### config.mk
export PLATFORM = sky130hd
export DESIGN_NAME = vtap_delay
export DESIGN_NICKNAME = d
export VERILOG_FILES = /design/src/rtl/vtap_pkg.sv /design/src/rtl/vtap_store.sv /design/src/rtl/vtap_tap_sel.sv /design/src/rtl/vtap_out_stage.sv /design/src/rtl/vtap_delay.sv
export SDC_FILE = /design/constraint.sdc
export NUM_CORES = 1
export LEC_CHECK = 0
export BUFFER_PORTS_ARGS = -buffer_cell sky130_fd_sc_hd__buf_2
export CAP_MARGIN = 30
export CORE_MARGIN = 5
export CORE_UTILIZATION = 55
export DETAILED_ROUTE_END_ITERATION = 10
export PLACE_DENSITY = 0.72
export SLEW_MARGIN = 20
export SYNTH_ARGS = -nofsm -noshare
export SYNTH_HDL_FRONTEND = slang
export SYNTH_SLANG_ARGS = --single-unit
export TNS_END_PERCENT = 100
### constraint.sdc
create_clock -name clk -period 1.18 [get_ports clk]
set_input_delay 0.236 -clock clk [delete_from_list [all_inputs] [get_ports clk]]
set_output_delay 0.236 -clock clk [all_outputs]
set_load 0.03 [all_outputs]
### src/rtl/vtap_pkg.sv
package vtap_pkg;

    typedef enum logic {
        TAP_FIXED    = 1'b0,
        TAP_VARIABLE = 1'b1
    } tap_mode_e;

    typedef enum logic [2:0] {
        OQ_HOLD,
        OQ_LOAD,
        OQ_ZERO,
        OQ_ONES,
        OQ_INIT
    } oq_op_e;

    // Control request seen by the output register, already gated by configuration
    typedef struct packed {
        logic en;
        logic clr;
        logic set;
        logic init;
    } ctl_req_t;

    function automatic int addr_bits(input int depth);
        return (depth <= 2) ? 1 : $clog2(depth);
    endfunction

    function automatic int pipe_depth(input bit variable, input bit speed, input int depth);
        if (!variable || !speed) return 0;
        return (depth > 256) ? 2 : 1;
    endfunction

    function automatic oq_op_e resolve_op(input ctl_req_t r, input bit ctl_over_en,
                                          input bit clear_wins);
        logic act;
        act = ctl_over_en | r.en;
        if (act && r.init) return OQ_INIT;
        if (act && r.clr && r.set) return clear_wins ? OQ_ZERO : OQ_ONES;
        if (act && r.clr) return OQ_ZERO;
        if (act && r.set) return OQ_ONES;
        if (r.en) return OQ_LOAD;
        return OQ_HOLD;
    endfunction

endpackage

### src/rtl/vtap_store.sv
module vtap_store #(
    parameter int               WIDTH  = 8,
    parameter int               STAGES = 16,
    parameter logic [WIDTH-1:0] FILL   = '0
) (
    input  logic                           clk,
    input  logic                           rst,
    input  logic                           en,
    input  logic [WIDTH-1:0]               din,
    output logic [STAGES-1:0][WIDTH-1:0]   taps
);

    for (genvar i = 0; i < STAGES; i++) begin : g_cell
        logic [WIDTH-1:0] feed;
        logic [WIDTH-1:0] cell_q;

        if (i == 0) begin : g_head
            assign feed = din;
        end else begin : g_body
            assign feed = taps[i-1];
        end

        always_ff @(posedge clk) begin
            if (rst)     cell_q <= FILL;
            else if (en) cell_q <= feed;
        end

        assign taps[i] = cell_q;
    end

endmodule

### src/rtl/vtap_tap_sel.sv
module vtap_tap_sel #(
    parameter int               WIDTH  = 8,
    parameter int               N      = 16,
    parameter int               AW     = 4,
    parameter int               LEVELS = 1,
    parameter logic [WIDTH-1:0] FILL   = '0
) (
    input  logic                      clk,
    input  logic                      rst,
    input  logic                      en,
    input  logic [N-1:0][WIDTH-1:0]   taps,
    input  logic [AW-1:0]             addr,
    output logic [WIDTH-1:0]          dout
);

    logic [AW-1:0] sel_idx;
    assign sel_idx = (int'(addr) >= N) ? AW'(N - 1) : addr;

    if (LEVELS == 0) begin : g_comb
        assign dout = taps[sel_idx];
    end else if (LEVELS == 1) begin : g_one
        logic [WIDTH-1:0] rd_q;
        always_ff @(posedge clk) begin
            if (rst)     rd_q <= FILL;
            else if (en) rd_q <= taps[sel_idx];
        end
        assign dout = rd_q;
    end else begin : g_two
        localparam int LB = 4;
        localparam int G  = 1 << LB;
        localparam int NG = (N + G - 1) / G;
        localparam int HB = AW - LB;

        logic [NG-1:0][WIDTH-1:0] grp_q;
        logic [HB-1:0]            hi_q;
        logic [WIDTH-1:0]         out_q;

        for (genvar g = 0; g < NG; g++) begin : g_grp
            localparam int BASE = g * G;
            logic [WIDTH-1:0] pick;
            always_comb begin
                pick = taps[N-1];
                for (int j = 0; j < G; j++) begin
                    if (sel_idx[LB-1:0] == LB'(j))
                        pick = taps[(BASE + j < N) ? BASE + j : N - 1];
                end
            end
            always_ff @(posedge clk) begin
                if (rst)     grp_q[g] <= FILL;
                else if (en) grp_q[g] <= pick;
            end
        end

        always_ff @(posedge clk) begin
            if (rst) begin
                hi_q  <= '0;
                out_q <= FILL;
            end else if (en) begin
                hi_q  <= sel_idx[AW-1:LB];
                out_q <= grp_q[hi_q];
            end
        end
        assign dout = out_q;
    end

endmodule

### src/rtl/vtap_out_stage.sv
module vtap_out_stage
    import vtap_pkg::*;
#(
    parameter int               WIDTH    = 8,
    parameter bit               PRESENT  = 1'b1,
    parameter logic [WIDTH-1:0] PWRON    = '0,
    parameter logic [WIDTH-1:0] INIT_VAL = '0
) (
    input  logic             clk,
    input  logic             rst,
    input  oq_op_e           op,
    input  logic [WIDTH-1:0] din,
    output logic [WIDTH-1:0] q
);

    if (PRESENT) begin : g_reg
        logic [WIDTH-1:0] q_r;
        always_ff @(posedge clk) begin
            if (rst) begin
                q_r <= PWRON;
            end else begin
                case (op)
                    OQ_LOAD: q_r <= din;
                    OQ_ZERO: q_r <= '0;
                    OQ_ONES: q_r <= '1;
                    OQ_INIT: q_r <= INIT_VAL;
                    default: q_r <= q_r;
                endcase
            end
        end
        assign q = q_r;
    end else begin : g_wire
        assign q = din;
    end

endmodule

### src/rtl/vtap_delay.sv
module vtap_delay
    import vtap_pkg::*;
#(
    parameter int               WIDTH        = 8,
    parameter int               DEPTH        = 16,
    parameter tap_mode_e        MODE         = TAP_VARIABLE,
    parameter bit               OUT_REG      = 1'b1,
    parameter bit               SPEED        = 1'b1,
    parameter bit               HAS_CE       = 1'b1,
    parameter bit               HAS_SCLR     = 1'b1,
    parameter bit               HAS_SSET     = 1'b1,
    parameter bit               HAS_SINIT    = 1'b0,
    parameter bit               CLEAR_WINS   = 1'b1,
    parameter bit               CTRL_OVER_CE = 1'b0,
    parameter logic [WIDTH-1:0] PWRON_VAL    = '0,
    parameter logic [WIDTH-1:0] INIT_VAL     = '0,
    parameter logic [WIDTH-1:0] FILL_VAL     = '0,
    localparam int              AW           = addr_bits(DEPTH)
) (
    input  logic             clk,
    input  logic             rst,
    input  logic             ce,
    input  logic [WIDTH-1:0] d,
    input  logic [AW-1:0]    addr,
    input  logic             sclr,
    input  logic             sset,
    input  logic             sinit,
    output logic [WIDTH-1:0] q
);

    localparam bit IS_VAR  = (MODE == TAP_VARIABLE);
    localparam bit BYPASS  = !IS_VAR && OUT_REG && (DEPTH == 1);
    localparam int STORE_N = IS_VAR ? DEPTH
                                    : (BYPASS ? 1 : (OUT_REG ? DEPTH - 1 : DEPTH));
    localparam int PIPE_N  = pipe_depth(IS_VAR, SPEED, DEPTH);

    // Configuration gating of the control pins
    logic ce_eff, clr_eff, set_eff, init_eff;
    assign ce_eff   = HAS_CE ? ce : 1'b1;
    assign init_eff = (OUT_REG && HAS_SINIT) ? sinit : 1'b0;
    assign clr_eff  = (OUT_REG && HAS_SCLR && !HAS_SINIT) ? sclr : 1'b0;
    assign set_eff  = (OUT_REG && HAS_SSET && !HAS_SINIT) ? sset : 1'b0;

    ctl_req_t req;
    oq_op_e   op;
    assign req = '{en: ce_eff, clr: clr_eff, set: set_eff, init: init_eff};
    assign op  = resolve_op(req, CTRL_OVER_CE, CLEAR_WINS);

    logic [STORE_N-1:0][WIDTH-1:0] taps;
    logic [WIDTH-1:0]              head_word;
    logic [WIDTH-1:0]              tap_word;

    vtap_store #(
        .WIDTH  (WIDTH),
        .STAGES (STORE_N),
        .FILL   (FILL_VAL)
    ) u_store (
        .clk  (clk),
        .rst  (rst),
        .en   (ce_eff),
        .din  (d),
        .taps (taps)
    );

    assign head_word = taps[0];

    if (IS_VAR) begin : g_var
        vtap_tap_sel #(
            .WIDTH  (WIDTH),
            .N      (STORE_N),
            .AW     (AW),
            .LEVELS (PIPE_N),
            .FILL   (FILL_VAL)
        ) u_sel (
            .clk  (clk),
            .rst  (rst),
            .en   (ce_eff),
            .taps (taps),
            .addr (addr),
            .dout (tap_word)
        );
    end else if (BYPASS) begin : g_bypass
        assign tap_word = d;
    end else begin : g_fixed
        assign tap_word = taps[STORE_N-1];
    end

    vtap_out_stage #(
        .WIDTH    (WIDTH),
        .PRESENT  (OUT_REG),
        .PWRON    (PWRON_VAL),
        .INIT_VAL (INIT_VAL)
    ) u_out (
        .clk (clk),
        .rst (rst),
        .op  (op),
        .din (tap_word),
        .q   (q)
    );

endmodule

---- Word-level counts from Yosys, hierarchy flattened ----
Index checks and enable logic that the tools add are counted.
word-level totals
  register bits after elaboration ......... 144
  input bits .............................. 18
  logic and storage cells ................. 49
cells by class
  $lt $le $gt $ge ......................... 1
  equality and inequality tests ........... 4
  mux-type cells .......................... 21
  reduce and logical (&&, ||, !) cells .... 5
operators with widths
  operator                                                    count
  binary-select mux 8 bit (select 4 bit)                      1
  two-way mux 3 bit                                           8
  one-hot mux 8 bit (3 select lines)                          1
  two-way mux 1 bit                                           10
  two-way mux 8 bit                                           1
  equality test 3 x 2 -> 1 bit, second input constant         2
  less-than comparator 4 x 5 -> 1 bit, second input constant  1
  equality test 3 x 1 -> 1 bit, second input constant         1
  equality test 3 bit, second input constant                  1
  logical AND 1 bit                                           3
  nonzero test 3 bit                                          1
  OR reduction 2 bit                                          1

---- Longest topological paths before layout ----
Gate-level depths: netlist of run 1.
  depth after elaboration ................. 16
  depth in mapped cells ................... 6
  gate-level depth less buffers ........... 4

---- Hierarchy ----
Synthesis of run 1 repeated with hierarchy kept, for this count alone.
unflattened totals
  cell total of the unflattened synthesis .. 613
  area total of the unflattened synthesis .. 6,427.4 µm²
by module, submodules not included
  module          times used  cells each  area an instance (µm²)  seq. area each (µm²)
  vtap_store      1           412         4,652.0                 2,562.5
  vtap_tap_sel    1           165         1,390.1                 160.2
  vtap_out_stage  1           33          367.9                   160.2
  vtap_delay      1           3           17.5                    0.0

---- Worst setup path after synthesis of run 1 ----
No wires, ideal clock.
  path kind ............................... input-to-reg
  start point ............................. in ce
  end point ............................... reg u_out.g_reg.q_r[7] (netlist: u_out.q[7])
  setup time .............................. 0.128 ns
  data arrival time ....................... 0.953 ns
  path slack .............................. 0.100 ns
  stages .................................. 5
  path buffers ............................ 3
  cells stage by stage .................... buf_2 buf_2 buf_4 mux2i_1 nor2_1
between the ends
  word-level cells in the longest chain between the ends .. 11
  elaborated cells on any way between the ends .. 27
  those cells by class .................... 4 x eq/ne; 18 x mux; 5 x reduce/logical
RTL lines
  element                                                                   RTL line                                        source
  start: declaration                                                        vtap_delay.sv:22                                input logic ce,
  two-way mux 1 bit or logical AND 1 bit (tied branches)                    vtap_pkg.sv:41, vtap_pkg.sv:38, vtap_pkg.sv:39
  two-way mux 1 bit or two-way mux 3 bit (tied branches)                    vtap_pkg.sv:41, vtap_pkg.sv:39
  two-way mux 1 bit or two-way mux 3 bit (tied branches)                    vtap_pkg.sv:40                                  if (act && r.set) return OQ_ONES;
  two-way mux 1 bit or two-way mux 3 bit (tied branches)                    vtap_pkg.sv:39, vtap_pkg.sv:41
  two-way mux 3 bit                                                         vtap_pkg.sv:42                                  return OQ_HOLD;
  two-way mux 3 bit                                                         vtap_pkg.sv:41                                  if (r.en) return OQ_LOAD;
  two-way mux 3 bit                                                         vtap_pkg.sv:40
  two-way mux 3 bit (*)                                                     vtap_pkg.sv:39                                  if (act && r.clr) return OQ_ZERO;
  equality test 3 x 2 -> 1 bit or equality test 3 bit (tied branches)       vtap_out_stage.sv:22                            case (op)
  OR reduction 2 bit (no line)                                              -
  one-hot mux 8 bit (3 select lines) or nonzero test 3 bit (tied branches)  -
  end signal: assignment                                                    vtap_out_stage.sv:23                            OQ_LOAD: q_r <= din;
  end signal: assignment                                                    vtap_out_stage.sv:27                            default: q_r <= q_r;
  end: declaration                                                          vtap_out_stage.sv:17                            logic [WIDTH-1:0] q_r;
Mark *: on every way between the ends. The rest lies on a longest branch, timed or not. The select of a mux whose other input is x is not followed.
A chain may end at the register's enable or synchronous reset.

---- Worst setup path after layout of run 1 ----
  start point ............................. reg u_out.g_reg.q_r[1] (netlist: u_out.q[1])
  end point ............................... out q[1]
RTL lines
  element           RTL line          source
  end: declaration  vtap_delay.sv:28  output logic [WIDTH-1:0] q
No word-level cell between the ends.

==> metrics.txt, run 1 <==
sequential area share after synthesis 46.3%; post-synthesis cell count 622; Cell Rows 38; Boundary Pins 26; f_max 0.867 GHz; die area 13600 um2; Core Area 11000 um2; first-pass GRT wire length 21.6 mm; Area contributors post-synth dfxtp_1 (46%), mux2i_1 (32%), nor2_1 (9.2%); Starting Density 56.7%; antenna diode count 0; drt pass-1 iters 5; # DRC 0; H-tree depth 4; Max clock buf depth 2; Relative slew margins 64.3%; largest net degree at the start of global routing 56; max cap viols 0; Final Cell Area 7250 um2; most numerous cell in the Yosys netlist mux2i_1; library cells used by synthesis 19; Die X 116 um; Worst path max stage delay 0.34 ns; Routed Antenna Nets 0; top cell type's share of synthesized area 46.3%; DP Area 6570 um2; synthesized flop and latch total 144; post-DP HPWL 8.31 mm; top cells by count, synth mux2i_1 (200), nor2_1 (153), dfxtp_1 (144); GRT overflow 0; DR iter-0 viols 299; clk slew on worst S/H paths 0.06 ns; main flop type after synthesis dfxtp_1; HP Class in -> reg; RSZ-0062 raised after global routing false; yosys warns 0; top cell type by total area after synthesis dfxtp_1; Peak VDD IR 1.18 mV; final hold vios 0; Critical Path Fanout Max 2; required time of the critical path 0.94 ns; CP startpoint kind flop; Post-synth EDFFs 0; RD Place Congestion 0.829; wirelength, routed 12.5 mm; clk root buf clkbuf_16; Mapped Area 6230 um2; worst skew pair latency 0.42 ns; share of cells above drive strength 1 13.2%; minimum clock period 1.15 ns; Final Total Pwr 11.6 mW; Total GRT Usage 20.2%; CTS tree done; via count 4317; Slowest-stage cell, CP dfxtp_1; Syn Area/Cell 10.0 um2; LEAKAGE 3.30 nW; Sink Count 144; fin nets 664; fin. max-slew vios 0; WS Path Type reg -> out; Setup Skew 0.0150 ns; vias in the first global route 4481; Setup TNS 0 ns; critical path capture point type output pin; Worst-Margin Slew 0.536 ns; FFs w/ async S/R, synth 0%; crit path buf inv count 1; CP delay by family, top flip-flops; Critical Path AT 0.92 ns; Synth Net Count 640; outcome completed; I/O Buffers 24; PwrDens 1590 nW/um2; CP Cell Sequence buf_4; Avg WL per Cell 15.7 um; TritonCTS buffer count 17; DR vias/cell 5.40; period utilization 97.8%; area grow syn2layout 16.5%; setup violators final 0; Die H 116 um; initial antenna violation count 0
## metrics by stage
stage	util, %	setup WS (ns)	cells	hold WS (ns)
after floorplan	-	0.0997	622	0.383
after global placement	59.8	-0.0415	767	0.442
after detailed placement	59.8	-0.0807	767	0.444
after CTS	65.8	0.00120	799	0.0559
after global routing	66.0	0.000239	799	0.0770
final	66.0	0.0260	799	0.0522
## area by class of cell
cell class	instances	area, um2
fill	843	3730
tap	140	175
timing repair buffer	52	514
clock buffer	23	498
sequential	144	2890
clock inverter	9	153
multi-input combinational	431	3030
## flip-flops by register name, summed over array words and instances, names as in the netlist
register / flops
g_var.u_sel.dout: 8
u_out.q: 8
u_store.g_cell.cell_q: 120
u_store.g_cell.feed: 8
## report_power, final
group | total [mW] | switching, mW | internal [mW]
clock | 5.74 | 1.93 | 3.81
sequential | 4.98 | 0.0514 | 4.93
combinational | 0.829 | 0.455 | 0.374
total | 11.6 | 2.44 | 9.11
## path summary, 6_finish.rpt
check                                                   to                                     start  slack (ns)  cells after the start
setup / recovery                                      q[1]                   u_out.q[1]$_SDFFE_PP0P_        0.03                      1
hold / removal    u_store.g_cell[0].cell_q[0]$_SDFFE_PP0P_                                      d[0]        0.05                      3
setup reg to reg          g_var.u_sel.dout[7]$_SDFFE_PP0P_  u_store.g_cell[6].cell_q[7]$_SDFFE_PP0P_        0.28                      4
hold reg to reg           g_var.u_sel.dout[6]$_SDFFE_PP0P_          g_var.u_sel.dout[6]$_SDFFE_PP0P_        0.45                      2
## cells in the final DEF (no fill, tap or decap), drive strengths merged
| cell type | instances |
|---|---|
| mux2i | 200 |
| nor2 | 154 |
| dfxtp | 144 |
| buf | 52 |
| a22oi | 24 |
| nand3 | 24 |
| clkbuf | 23 |
| nand2 | 16 |
| a21oi | 8 |
| bufinv | 4 |
| clkinvlp | 3 |
| nor2b | 2 |
| clkinv | 2 |
| nor3b | 1 |
| and2 | 1 |
| nand3b | 1 |
## routing by layer
metal	routed length, um	vias to the layer above	global-route usage (%)
met5	0	-	0
met4	153	0	6.88
li1	-	2192	-
met2	6220	63	34.5
met1	5640	2047	24.3
met3	499	15	5.91
## cells by family after synthesis
group	after synthesis	synth area share, %
AOI/OAI and AO/OA	32	3.54
buffers and inverters	47	5.08
DFF	144	46.3
muxes	200	32.1
and+or+nand+nor	199	12.9
## what timing repair did
action / CTS / global route
pin swaps: 0 / 0
endpoints found under the setup margin: 6 / 5
cloned: 0 / 0
setup buffers: 0 / 0
gates resized for setup: 6 / 10
hold buffers: 0 / 0
No activity file was read; power rests on OpenSTA's default activity.
==> inputs of run 2 (changes only) <==
Settings changed: ABC_AREA set to 1, PLACE_DENSITY 0.72 to 0.75.
Clock period 1.18 ns to 0.99 ns, I/O delays scaled along.
==> run 2 against run 1 <==
Effect of this change:
- the run now ends with setup timing left
- via count grew 45%
- sequential cell count is the same
- clock skew shrank 0.010 ns
- final cell count grew 45%
- synthesized cell count grew 49%
- global-route usage grew 4.5 points
- area after synthesis grew 0.66%
- critical path depth is the same
- largest power group unchanged
- highest routed layer unchanged
==> metrics.txt, run 2 <==
outcome complete, but fails checks; failing checks setup timing; minimum clock period 1.09 ns; drt pass-1 iters 5; Boundary Pins 26; Post-synth EDFFs 0; top cell type's share of synthesized area 46.0%; WHS Path Cells 3; post-synthesis cell count 925; Most flops, register u_store.g_cell.cell_q; WL met1 7.60 mm; sequential area share after synthesis 46.0%; Syn Area/Cell 6.78 um2; Flop pwr share 44.3%; top cell type by total area after synthesis dfxtp_1; most common cell after layout, fill and taps aside nand2_1; Clock power frac 46.4%; RSZ-0062 raised after global routing true; HP Class in -> reg; clk slew on worst S/H paths 0.06 ns; met3 wire length 1.05 mm; Die H 117 um; Peak VDD IR 1.80 mV; number of fill cells in the layout 893; switching share of power 23.6%; Total GRT Usage 24.7%; synthesized flop and latch total 144; Cell Rows 39; Util after Layout 72.6%; clk root buf clkbuf_16; multi-input logic area 3160 um2; main flop type after synthesis dfxtp_1; antenna diode count 0; Comb power frac 9.3%; yosys warns 0; library cells used by synthesis 13; TritonCTS buffer count 17; H-tree depth 4; Worst-Margin Slew 0.296 ns; I/O Buffers 24; LEAKAGE 3.20 nW; leading cell types in the layout, fill and taps excluded nand2_1 (406), a21oi_1 (136), buf_4 (91), dfxtp_1 (80), nand3_1 (72); final hold vios 0; Slowest-stage cell, CP dfxtp_2; Avg WL per Cell 14.1 um; post-DP HPWL 10.0 mm; fin nets 1025; critical path capture point type output pin; FFs w/ async S/R, synth 0%; CP startpoint kind flop; vias in the first global route 5504; via count 6263; most numerous cell in the Yosys netlist nand2_1; Synth Net Count 943; Sink Count 144; Worst path max stage delay 0.34 ns; Final Total Pwr 13.4 mW; # DRC 0; Register Area 2960 um2; Non-Filler Instances 1161; Levels on crit path 1; RD Place Congestion 0.829; Critical Path Fanout Max 2; Setup TNS -0.757 ns; PwrDens 1630 nW/um2; Max clock buf depth 2; Routed Antenna Nets 0; die area 13600 um2; Relative slew margins 80.3%; top cells by count, synth nand2_1 (432), dfxtp_1 (144), a21oi_1 (136); CP Cell Sequence buf_6; hold_ws 0.0197 ns; routed wl met2 7.49 mm; Final WS setup -0.104 ns; GRT overflow 0; largest net degree at the start of global routing 40; Switching Power 3.15 mW; worst skew pair latency 0.43 ns; DR top layer met4; Mapped Area 6270 um2; Die X 117 um; Setup Skew 0.00473 ns; f_max 0.914 GHz; Int Pwr 10.2 mW; Area contributors post-synth dfxtp_1 (46%), nand2_1 (26%), a21oi_1 (11%); DR iter-0 viols 584; WS Path Type reg -> out; DR vias/cell 5.39; worst r2r path cells 8; setup violators final 8; crit path buf inv count 1; Core Area 11300 um2; area grow syn2layout 30.5%; share of cells above drive strength 1 28.2%; Critical Path AT 0.90 ns; fin. max-slew vios 0; Largest register FFs 120; required time of the critical path 0.79 ns; CP delay by family, top flip-flops; initial antenna violation count 0; period utilization 110%; Starting Density 55.6%; Placed Instances 1118; wirelength, routed 16.4 mm; first-pass GRT wire length 26.6 mm; max cap viols 0; CTS tree done
[run 2: final cells by class]
cell class | instances | share of cell area, %
Clock inverter | 6 | 1.01
Tap cell | 143 | 2.19
Sequential cell | 144 | 36.2
Multi-Input combinational cell | 697 | 38.6
Clock buffer | 24 | 5.89
Timing Repair Buffer | 134 | 15.4
Inverter | 13 | 0.657
[run 2: worst paths after layout]
path | endpoint | slack [ns] | start
worst max-delay path | q[4] | -0.10 | u_out.q[4]$_SDFFE_PP0P_
worst min-delay path | u_store.g_cell[0].cell_q[6]$_SDFFE_PP0P_ | 0.02 | d[6]
worst max register to register | g_var.u_sel.dout[7]$_SDFFE_PP0P_ | 0 | u_store.g_cell[14].cell_q[7]$_SDFFE_PP0P_
worst min register to register | u_store.g_cell[15].cell_q[0]$_SDFFE_PP0P_ | 0.46 | u_store.g_cell[15].cell_q[0]$_SDFFE_PP0P_
[run 2: per-stage QoR]
step,cell area [um2],setup slack [ns]
final,8180,-0.104
after global routing,8180,-0.133
after CTS,7830,-0.113
after detailed placement,7170,-0.361
after global placement,7170,-0.346
after floorplan,6310,-0.00721
[run 2: logic make-up after synthesis]
logic type	count (synthesis)	synth area share, %
AO/OA/AOI/OAI	144	11.5
AND/OR/NAND/NOR	553	35.3
flip-flops	144	46.0
buffers and inverters	84	7.21
[run 2: power by group through the flow]
stage | combinational (mW) | clock (mW) | sequential, mW
final | 1.25 | 6.20 | 5.92
after CTS | 1.18 | 6.27 | 5.92
after global placement | 1.14 | 0 | 6.04
after floorplan | 0.682 | 0 | 6.06
after global routing | 1.34 | 6.56 | 5.93
after detailed placement | 1.14 | 0 | 6.04
[run 2: tightest hold or removal path, delay by kind of cell]
kind,cells,cell delay (ns)
buffers and inverters,1,0.09
AOI/OAI and AO/OA,1,0.05
and+or+nand+nor,1,0.05
[run 2: routing by layer]
metal	track usage (%)	vias to the layer above
met5	0	-
met4	8.94	0
met3	6.99	24
met2	36.9	196
met1	34.3	2903
li1	-	3140
[run 2: repair_timing]
item / 4_1_cts / 5_1_grt
buffers inserted: 2 / 11
hold buffers: 0 / 0
setup endpoints to repair: 11 / 16
endpoints found under the hold margin: 0 / 0
pin swaps: 6 / 54
cloned: 0 / 0
gates resized for setup: 31 / 108
